### config.mk
export PLATFORM = sky130hd
export DESIGN_NAME = two_level_walker
export DESIGN_NICKNAME = d
export VERILOG_FILES = /design/src/rtl/walk_pkg.sv /design/src/rtl/walk_ctrl.sv /design/src/rtl/walk_dpath.sv /design/src/rtl/two_level_walker.sv
export SDC_FILE = /design/constraint.sdc
export NUM_CORES = 1
export LEC_CHECK = 0
export BUFFER_PORTS_ARGS = -buffer_cell sky130_fd_sc_hd__buf_2
export CORE_MARGIN = 10
export CORE_UTILIZATION = 54
export DETAILED_ROUTE_END_ITERATION = 10
export PLACE_DENSITY = 0.92
export RECOVER_POWER = 25
export SYNTH_ARGS = -nofsm -noshare
export SYNTH_HDL_FRONTEND = slang
export SYNTH_SLANG_ARGS = --single-unit
### constraint.sdc
create_clock -name clk -period 3.7 [get_ports clk]
set_clock_uncertainty 0.2 [all_clocks]
set_input_delay 0.185 -clock clk [delete_from_list [all_inputs] [get_ports clk]]
set_output_delay 0.185 -clock clk [all_outputs]
set_load 0.05 [all_outputs]
### src/rtl/walk_pkg.sv
package walk_pkg;

  typedef enum logic [2:0] {
    IDLE       = 3'd0,
    READ_OUTER = 3'd1,
    WAIT_OUTER = 3'd2,
    READ_INNER = 3'd3,
    WAIT_INNER = 3'd4,
    DONE       = 3'd5
  } walkState_e;

  // strobes from control to datapath
  typedef struct packed {
    logic loadReq;
    logic loadInnerBase;
    logic loadFrame;
    logic selInner;
  } walkStrobe_t;

endpackage

### src/rtl/walk_ctrl.sv
module walk_ctrl
  import walk_pkg::*;
(
  input  logic        clk,
  input  logic        rstN,
  input  logic        reqValid,
  input  logic        memGnt,
  input  logic        memRvalid,
  input  logic        entryValid,
  output logic        reqReady,
  output logic        memReq,
  output logic        done,
  output logic        fault,
  output logic        faultLevel,
  output walkStrobe_t strobe
);

  walkState_e state, nextState;
  logic faultQ, faultLevelQ;

  always_comb begin
    nextState = state;
    strobe    = '0;
    unique case (state)
      IDLE: begin
        if (reqValid) begin
          strobe.loadReq = 1'b1;
          nextState      = READ_OUTER;
        end
      end
      READ_OUTER: begin
        if (memGnt) nextState = WAIT_OUTER;
      end
      WAIT_OUTER: begin
        if (memRvalid) begin
          if (entryValid) begin
            strobe.loadInnerBase = 1'b1;
            nextState            = READ_INNER;
          end else begin
            nextState = DONE;
          end
        end
      end
      READ_INNER: begin
        strobe.selInner = 1'b1;
        if (memGnt) nextState = WAIT_INNER;
      end
      WAIT_INNER: begin
        strobe.selInner = 1'b1;
        if (memRvalid) begin
          strobe.loadFrame = entryValid;
          nextState        = DONE;
        end
      end
      DONE:    nextState = IDLE;
      default: nextState = IDLE;
    endcase
  end

  always_ff @(posedge clk or negedge rstN) begin
    if (!rstN) begin
      state       <= IDLE;
      faultQ      <= 1'b0;
      faultLevelQ <= 1'b0;
    end else begin
      state <= nextState;
      if (state == IDLE && reqValid) begin
        faultQ      <= 1'b0;
        faultLevelQ <= 1'b0;
      end else if (state == WAIT_OUTER && memRvalid && !entryValid) begin
        faultQ      <= 1'b1;
        faultLevelQ <= 1'b0;
      end else if (state == WAIT_INNER && memRvalid && !entryValid) begin
        faultQ      <= 1'b1;
        faultLevelQ <= 1'b1;
      end
    end
  end

  assign reqReady   = (state == IDLE);
  assign memReq     = (state == READ_OUTER) || (state == READ_INNER);
  assign done       = (state == DONE) && !faultQ;
  assign fault      = (state == DONE) && faultQ;
  assign faultLevel = faultLevelQ;

endmodule

### src/rtl/walk_dpath.sv
module walk_dpath
  import walk_pkg::*;
#(
  parameter int FRAME_W = 20,
  parameter int IDX_W   = 10,
  parameter int DATA_W  = 32
) (
  input  logic                   clk,
  input  logic                   rstN,
  input  walkStrobe_t            strobe,
  input  logic [2*IDX_W-1:0]     reqVpn,
  input  logic [FRAME_W-1:0]     reqRoot,
  input  logic [DATA_W-1:0]      memRdata,
  output logic                   entryValid,
  output logic [FRAME_W+IDX_W+1:0] memAddr,
  output logic [FRAME_W-1:0]     frameOut
);

  localparam int ENTRY_SHIFT = 2;
  localparam int OFF_W       = IDX_W + ENTRY_SHIFT;
  localparam int LEVELS      = 2;

  logic [2*IDX_W-1:0] vpnQ;
  logic [FRAME_W-1:0] rootQ, innerBaseQ, frameQ;
  logic [FRAME_W-1:0] entryFrame;
  logic [IDX_W-1:0]   levelIdx [LEVELS];

  // level 0 = outer (upper bits), level 1 = inner (lower bits)
  for (genvar g = 0; g < LEVELS; g++) begin : g_idx
    assign levelIdx[g] = vpnQ[(LEVELS-g)*IDX_W-1 -: IDX_W];
  end

  assign entryFrame = memRdata[OFF_W +: FRAME_W];
  assign entryValid = memRdata[0];

  always_ff @(posedge clk or negedge rstN) begin
    if (!rstN) begin
      vpnQ       <= '0;
      rootQ      <= '0;
      innerBaseQ <= '0;
      frameQ     <= '0;
    end else begin
      if (strobe.loadReq) begin
        vpnQ  <= reqVpn;
        rootQ <= reqRoot;
      end
      if (strobe.loadInnerBase) innerBaseQ <= entryFrame;
      if (strobe.loadFrame)     frameQ     <= entryFrame;
    end
  end

  always_comb begin
    if (strobe.selInner)
      memAddr = {innerBaseQ, levelIdx[1], {ENTRY_SHIFT{1'b0}}};
    else
      memAddr = {rootQ, levelIdx[0], {ENTRY_SHIFT{1'b0}}};
  end

  assign frameOut = frameQ;

endmodule

### src/rtl/two_level_walker.sv
module two_level_walker
  import walk_pkg::*;
#(
  parameter int FRAME_W = 20,
  parameter int IDX_W   = 10,
  parameter int DATA_W  = 32
) (
  input  logic               clk,
  input  logic               rstN,
  input  logic               reqValid,
  input  logic [2*IDX_W-1:0] reqVpn,
  input  logic [FRAME_W-1:0] reqRoot,
  output logic               reqReady,
  output logic               done,
  output logic               fault,
  output logic               faultLevel,
  output logic [FRAME_W-1:0] frameOut,
  output logic               memReq,
  output logic [FRAME_W+IDX_W+1:0] memAddr,
  input  logic               memGnt,
  input  logic               memRvalid,
  input  logic [DATA_W-1:0]  memRdata
);

  localparam int ADDR_W = FRAME_W + IDX_W + 2;

  walkStrobe_t strobe;
  logic        entryValid;

  walk_ctrl u_ctrl (
    .clk        (clk),
    .rstN       (rstN),
    .reqValid   (reqValid),
    .memGnt     (memGnt),
    .memRvalid  (memRvalid),
    .entryValid (entryValid),
    .reqReady   (reqReady),
    .memReq     (memReq),
    .done       (done),
    .fault      (fault),
    .faultLevel (faultLevel),
    .strobe     (strobe)
  );

  walk_dpath #(
    .FRAME_W (FRAME_W),
    .IDX_W   (IDX_W),
    .DATA_W  (DATA_W)
  ) u_dpath (
    .clk        (clk),
    .rstN       (rstN),
    .strobe     (strobe),
    .reqVpn     (reqVpn),
    .reqRoot    (reqRoot),
    .memRdata   (memRdata),
    .entryValid (entryValid),
    .memAddr    (memAddr),
    .frameOut   (frameOut)
  );

endmodule

Yosys cells after proc, flatten, opt, wreduce, memory -nomap -nowiden --
Cells that the tools add are included.
Storage, ports and cells: register bits after elaboration 85, input bits 77, output and inout bits 57, logic and storage cells 52
Cells by class: eq/ne operators 10, mux-type cells 21, reductions and logical operators 14
Operators with widths (number):
- two-way mux 32 bit | 1
- two-way mux 3 bit | 6
- case mux 3 bit (5 select lines) | 1
- two-way mux 1 bit | 13
- != test 2 bit (second input constant) | 5
- logical AND 1 bit | 7
- == test 3 x 2 -> 1 bit (second input constant) | 2
- == test 3 bit (second input constant) | 2
- AND reduction 5 bit | 1
- == test 3 x 1 -> 1 bit (second input constant) | 1
- logical NOT 3 bit | 1
- nonzero test 3 bit | 1
- logical NOT 1 bit | 2
- OR reduction 2 bit | 1
- logical OR 1 bit | 1

Logic depth before layout (Yosys ltp) --
Gate-level depths: netlist of run 1.
word-level depth 6, depth in mapped cells 6, mapped depth without buffers 3

Modules after synthesis --
From an unflattened synthesis of run 1, not the netlist that was laid out.
Second synthesis, totals: cells, all modules 252, area, all modules 3751.1 um^2
Modules (own cells, without submodules):
- walk_dpath | instances 1, cells an instance 205, area each 3375.7 um^2, seq. area each 2001.9 um^2
- walk_ctrl | instances 1, cells an instance 47, area each 375.4 um^2, seq. area each 125.1 um^2

Least setup slack after synthesis of run 1 --
No wires, ideal clock.
path type reg-to-reg, start reg u_ctrl.state[0], end reg u_dpath.vpnQ[0], in the netlist u_dpath.levelIdx[0], setup time 0.125 ns, arrival time 2.466 ns, data required time 3.375 ns, setup slack 0.909 ns, cell stages (with the launch flop) 7, buffers on the path 3, clock period less this slack 2.791 ns, cells stage by stage dfrtp_1 -> buf_2 -> nor3_1 -> and2_1 -> buf_2 -> buf_4 -> mux2_2
Between the ends: cells in the longest elaborated chain, start to end 2
RTL lines:
- start: declaration | line walk_ctrl.sv:18 | walkState_e state, nextState;
- start signal: assignment | line walk_ctrl.sv:66 | state <= nextState;
- logical NOT 3 bit
- named net reqReady | line two_level_walker.sv:13 | output logic reqReady,
- two-way mux 1 bit | line walk_ctrl.sv:24 | unique case (state)
- end signal: assignment | line walk_dpath.sv:44 | vpnQ <= reqVpn;
- end: declaration | line walk_dpath.sv:23 | logic [2*IDX_W-1:0] vpnQ;
The timed path passes the listed nets, and every way through them passes these cells. A chain may end at the register's enable or synchronous reset.

Final worst setup path of run 1 --
start reg u_ctrl.state[1], end out memAddr[2]
Between the ends: cells in the longest elaborated chain, start to end 4, elaborated cells between the ends (all ways) 5, those cells by class eq/ne: 2; mux: 2; reduce/logical: 1
RTL lines:
- == test 3 x 2 -> 1 bit / == test 3 bit (equally long branches) | line walk_ctrl.sv:24
- OR reduction 2 bit (no line) (*)
- two-way mux 1 bit (*) | line walk_ctrl.sv:24
- two-way mux 32 bit (*) | line walk_dpath.sv:53 | if (strobe.selInner)
- end: declaration | line two_level_walker.sv:19 | output logic [FRAME_W+IDX_W+1:0] memAddr,
Mark *: on every way between the ends. The rest lies on a longest branch, timed or not.

==> results of run 1 <==
[worst max-delay path, cell delays in order (launching register included)]
cell,delay [ps]
dfrtp_1,580
and2b_1,290
mux2i_4,570
buf_12,250
mux2_2,370
buf_2,220
[metal layers]
layer	vias to the layer above	wire, um	share of wire [%]	global-route usage, %
li1	1240	-	-	-
met3	22	514	4.9	4.895
met5	-	0	0	0
met4	0	285	2.7	8.350
met2	102	5565	53	33.47
met1	1356	4082	39	21.38
[cell families after synthesis]
family | synth area share, %
buffers and inverters | 3.270
XOR/XNOR | 0.2313
AND/OR/NAND/NOR | 3.139
multiplexers | 35.22
flip-flops | 56.16
AO/OA/AOI/OAI | 1.883
other | 0.09901
[how the worst max path moves through the flow]
stage / end / slack [ps] / cells after the start
finish: memAddr[2] / 690 / 5
global route: memAddr[7] / 600 / 5
CTS: memAddr[16] / 710 / 5
detailed placement: memAddr[16] / 1110 / 5
global placement: memAddr[16] / 1110 / 5
floorplan: u_dpath.levelIdx[0] / 910 / 6
[metrics by stage]
step,power (uW),cells,hold slack (ps),setup WS [ps]
floorplan,4152,252,-310.6,909.0
global placement,4730,452,201.7,1107
detailed placement,4824,452,207.1,1109
CTS,5539,532,35.38,711.7
global route,5778,533,117.0,599.1
finish,5531,533,54.08,688.5
[cell type report]
cell class	instances	share of cell area (%)
Timing Repair Buffer	186	23.61
Sequential cell	85	40.46
Antenna cell	1	0.04760
Clock inverter	6	1.380
Tap cell	96	2.285
Multi-Input combinational cell	147	29.65
Inverter	2	0.1428
Clock buffer	10	2.427
[state kept, by name (all words and copies together) (netlist names)]
register and cells:
u_dpath.innerBaseQ 20, u_ctrl.state 3, u_dpath.rootQ 20, u_ctrl.faultLevel 1, u_ctrl.faultQ 1, u_dpath.levelIdx 20
u_dpath.frameOut 20
[power by group]
group          leakage [uW]  internal (uW)  switching [uW]
clock             0.0000906            318             342
sequential          0.00104           1390             311
combinational       0.00135           1110            2060
[timing repair]
action | in CTS | in global routing
hold buffers | 64 | 0
hold endpoints to repair | 169 | 0
endpoints found under the setup margin | 0 | 0
resized for setup | 0 | 0
[cells in the final DEF, fill, tap and decap left out, drive strengths merged, types with 2 or more instances in the layout]
cell           n
clkinvlp       3
dlygate4sd3   64
a21oi          3
clkbuf        33
dfrtp         85
nor2b          2
o21ai          2
conb           2
buf           99
nand2          6
mux2         110
o22ai          2
nor2           3
inv            3
nor3           2
mux2i          2
==> results.py, run 1 <==
metrics = {
    "drt": {
        "vias_per_cell": 5.103,
        "drtIter0Drc": 90,
        "drtAntennaViolNets": 0,
        "via_count": 2720,
        "drc": 0,
        "drt-wirelength-per-cell_um": 19.60,
        "finalWirelength_um": 10450,
        "first_pass_iters": 4,
    },
    "yosys": {
        "seq_area_frac_synth_pct": 56.16,
        "synthArstFlopShare_pct": 100.0,
        "yosysTopAreaCell": "dfrtp_1",
        "synth-seq-cells": 85,
        "ys_types": 31,
        "synth_area_leaders": "dfrtp_1, mux2_2, mux2_4, buf_2, buf_4",
        "synth_edf_count": 0,
        "yosys-top-cells-count": "mux2_2, dfrtp_1, mux2_4",
        "syn_area_per_cell_sq_um": 15.09,
        "yosys_warnings": 0,
        "synth_top_area_share_pct": 56.16,
        "netlist_area_sq_um": 3787,
        "syn-instance-count": 251,
        "synthFlopType": "dfrtp_1",
        "yosysMostFrequentCell": "mux2_2",
    },
    "setup_path": {
        "crit_type": "register to primary output",
        "startpoint": "u_ctrl.state[1]",
        "cp_data_arrival_time_ps": 2630,
        "end_kind": "primary output",
        "cp.required_ps": 3310,
        "critPathMaxFanout": 17,
        "r2r-end": "u_dpath.levelIdx[17]",
        "rr_worst_depth": 3,
        "r2r_setup_slack_ps": 1180,
        "r2r-start": "u_ctrl.state[0]",
        "cp-start-kind": "register",
    },
    "cells_and_area": {
        "fin_util_pct": 77.38,
        "drive_gt1_share_pct": 52.29,
        "seq_area_sq_um": 2127,
        "syn_to_final_growth_pct": 38.82,
        "fillers": 399,
        "multi_input_area_sq_um": 1559,
        "final_area_sq_um": 5258,
        "finalNetCount": 508,
    },
    "clock_tree": {
        "h-tree-depth": 3,
        "clkTransAtPathRegs_ps": 80,
        "root_buffer": "clkbuf_8",
        "clk_latency_ps": 340,
        "post-cts-setup-buffers": 0,
        "numClockSinks": 85,
        "cts_tree": "built",
        "clk_path_buf_depth": 2,
        "numCtsBuffers": 9,
    },
    "sta": {
        "clock.fmax_mhz": 332.1,
        "worstMarginPinSlew_ps": 2047,
        "drv_slew": 86,
        "rsz0062_at_grt": "no",
        "relSlewSlack_pct": -36.47,
        "finalSetupViolations": 0,
        "tns_ps": 0,
        "hold_viol": 0,
        "fin_crit_ps": 3011,
        "fin_crit_sh_pct": 81.39,
    },
    "pwr": {
        "power_per_cell_area_nw_per_um2": 1052,
        "p_leak_uw": 0.002475,
        "peakVddDrop_mv": 0.6827,
    },
    "placed_design": {
        "place_area_sq_um": 4444,
        "gp_congestion": 0.8191,
        "port_buffers": 120,
        "hpwl_um": 6297,
    },
    "global_routing": {
        "grt_usage_pct": 19.11,
        "grt_pass1_vias": 3139,
        "antenna_found_initial": 1,
        "grt_overflow": 0,
        "grt_max_degree": 86,
        "grt_pass1_wl_um": 16590,
    },
    "run_status": {
        "violations": "capacitance limit, slew limit",
        "status": "finished with violations",
    },
    "die": {
        "rows": 30,
        "die_x_um": 103.7,
        "floorplan.initialDensity_pct": 55.75,
        "fp.coreArea_sq_um": 6794,
        "dieArea_sq_um": 10760,
        "die_h_um": 103.7,
        "io_pins": 134,
    },
    "hold_path": {
        "min_to": "u_ctrl.faultQ",
        "worstHoldPathType": "input port to register",
        "holdCritStartpoint": "reqValid",
        "whs_path_depth": 4,
    },
    "job": {
        "maxCapViolCount": 1,
    },
}
Power figures use the tool's default switching activity.
==> run 2, diff against run 1 <==
--- a/config.mk
+++ b/config.mk
@@ -7,9 +7,9 @@
 export LEC_CHECK = 0
 export BUFFER_PORTS_ARGS = -buffer_cell sky130_fd_sc_hd__buf_2
 export CORE_MARGIN = 10
-export CORE_UTILIZATION = 54
+export CORE_UTILIZATION = 45
 export DETAILED_ROUTE_END_ITERATION = 10
-export PLACE_DENSITY = 0.92
+export PLACE_DENSITY = 0.82
 export RECOVER_POWER = 25
 export SYNTH_ARGS = -nofsm -noshare
 export SYNTH_HDL_FRONTEND = slang
==> constraint.sdc (replaced) <==
create_clock -name clk -period 2.6 [get_ports clk]
set_clock_uncertainty 0.2 [all_clocks]
set_input_delay 0.13 -clock clk [delete_from_list [all_inputs] [get_ports clk]]
set_output_delay 0.13 -clock clk [all_outputs]
set_load 0.05 [all_outputs]
==> results.py, run 2 (synthesis gave the netlist of run 1 again) <==
metrics = {
    "pwr": {
        "power_frac_seq_pct": 30.6,
        "p_leak_uw": 0.002561,
        "peakVddDrop_mv": 0.8971,
        "p_comb_share_pct": 58.2,
        "power_per_cell_area_nw_per_um2": 1467,
        "switching_share_pct": 48.92,
        "p_switching_uw": 3824,
        "internal_power_uw": 3994,
        "pwr-share-clk_pct": 11.2,
    },
    "cells_and_area": {
        "fin_util_pct": 64.87,
        "layout_common_cells": "buf_2, mux2_2, dfrtp_1",
        "syn_to_final_growth_pct": 40.73,
        "final_common_cell": "buf_2",
        "finalNetCount": 514,
        "drive_gt1_share_pct": 57.92,
    },
    "die": {
        "die_h_um": 111.7,
        "fp.coreArea_sq_um": 8217,
        "floorplan.initialDensity_pct": 46.09,
        "io_pins": 134,
        "dieArea_sq_um": 12490,
        "die_x_um": 111.7,
        "rows": 33,
    },
    "setup_path": {
        "cp-start-kind": "register",
        "critPathMaxFanout": 14,
        "cp.required_ps": 2270,
        "crit_type": "register to primary output",
        "cp_data_arrival_time_ps": 2140,
        "end_kind": "primary output",
    },
    "global_routing": {
        "grt_usage_pct": 15.95,
        "grt_pass1_vias": 3138,
        "grt_pass1_wl_um": 16280,
        "grt_max_degree": 44,
        "antenna_found_initial": 1,
        "grt_overflow": 0,
    },
    "drt": {
        "drt-wirelength-per-cell_um": 18.36,
        "drc": 0,
        "first_pass_iters": 4,
        "drtIter0Drc": 74,
        "via_count": 2731,
        "finalWirelength_um": 10060,
        "drtAntennaViolNets": 0,
        "vias_per_cell": 4.984,
    },
    "clock_tree": {
        "numClockSinks": 85,
        "root_buffer": "clkbuf_8",
        "numCtsBuffers": 9,
        "post-cts-setup-buffers": 0,
        "clk_latency_ps": 340,
        "clkTransAtPathRegs_ps": 100,
        "cts_tree": "built",
        "clk_path_buf_depth": 2,
        "h-tree-depth": 3,
    },
    "sta": {
        "fin_crit_ps": 2470,
        "fin_crit_sh_pct": 95.00,
        "hold_viol": 0,
        "rsz0062_at_grt": "no",
        "setup_slack_ps": 129.9,
        "relSlewSlack_pct": 30.14,
        "tns_ps": 0,
        "drv_slew": 0,
        "clock.fmax_mhz": 404.8,
        "worstMarginPinSlew_ps": 1048,
        "finalSetupViolations": 0,
    },
    "job": {
        "maxCapViolCount": 0,
    },
    "run_status": {
        "status": "complete, no violations",
    },
    "hold_path": {
        "worstHoldPathType": "input port to async pin",
    },
    "placed_design": {
        "hpwl_um": 6597,
        "port_buffers": 120,
        "gp_congestion": 0.7482,
        "dp_slack_ps": 393.4,
    },
}
## run 2: changes by cell type in the layout (fill, tap and decap cells not counted), moves of 2 or more
cell and change:
clkbuf_1 -19, buf_2 +18, dfrtp_2 +3, dfrtp_1 -3, buf_4 +2, clkbuf_2 +2
## run 2: power groups by stage
stage	logic [uW]	registers, uW	clock network (uW)
global placement	4420	2340	0
floorplan	3130	2790	0
global route	4770	2480	957
CTS	4580	2370	900
detailed placement	4490	2400	0
finish	4550	2400	873
## run 2: worst paths after layout
path                                  startpoint                   end  slack [ps]  cells past startpoint
worst max-delay path             u_ctrl.state[1]           memAddr[23]         130                      5
worst min-delay path                        rstN  u_dpath.frameOut[19]         300                      2
worst max register to register   u_ctrl.state[0]   u_dpath.frameOut[7]         560                      2
worst min register to register  u_dpath.rootQ[5]      u_dpath.rootQ[5]         310                      1
max in group asynchronous                   rstN       u_ctrl.state[1]         750                      3
min in group clk                u_dpath.rootQ[5]      u_dpath.rootQ[5]         310                      1
## run 2: worst max-delay path: stages, from the launching register on
cell and delay, ps:
dfrtp_2 490, and2b_1 270, mux2i_4 180, buf_4 280
mux2_2 380, buf_2 210
## run 2: what timing repair did
| item | in CTS | in global routing |
|---|---|---|
| setup endpoints to repair | 0 | 30 |
| hold buffers | 65 | 0 |
| endpoints found under the hold margin | 125 | 0 |
| gates resized for setup | 0 | 4 |
## run 2: metrics by stage
| stage | hold WS [ps] | power (uW) | instance area, sq um | std cells |
|---|---|---|---|---|
| floorplan | -365.6 | 5916 | 3796 | 252 |
| detailed placement | -49.94 | 6886 | 4498 | 466 |
| finish | 295.3 | 7818 | 5330 | 548 |
| CTS | 123.1 | 7858 | 5333 | 547 |
| global route | 318.8 | 8209 | 5330 | 548 |
| global placement | -56.38 | 6760 | 4498 | 466 |
## run 2: cell type report
cell class                 instances  area (sq um)
timing repair buffer             192          1310
sequential                        85          2131
fill                             590          2887
multi-input combinational        147          1564
clock buffer                      10         137.6
tap                              105         131.4
inverter                           2         7.507
antenna                            1         2.502
clock inverter                     6         46.29
## run 2: metal layers
| layer | track usage [%] | up-vias | wire [um] |
|---|---|---|---|
| met1 | 17.78 | 1380 | 4079 |
| li1 | - | 1256 | - |
| met5 | 0 | - | 0 |
| met3 | 4.187 | 18 | 430 |
| met2 | 28.13 | 77 | 5302 |
| met4 | 6.598 | 0 | 250 |
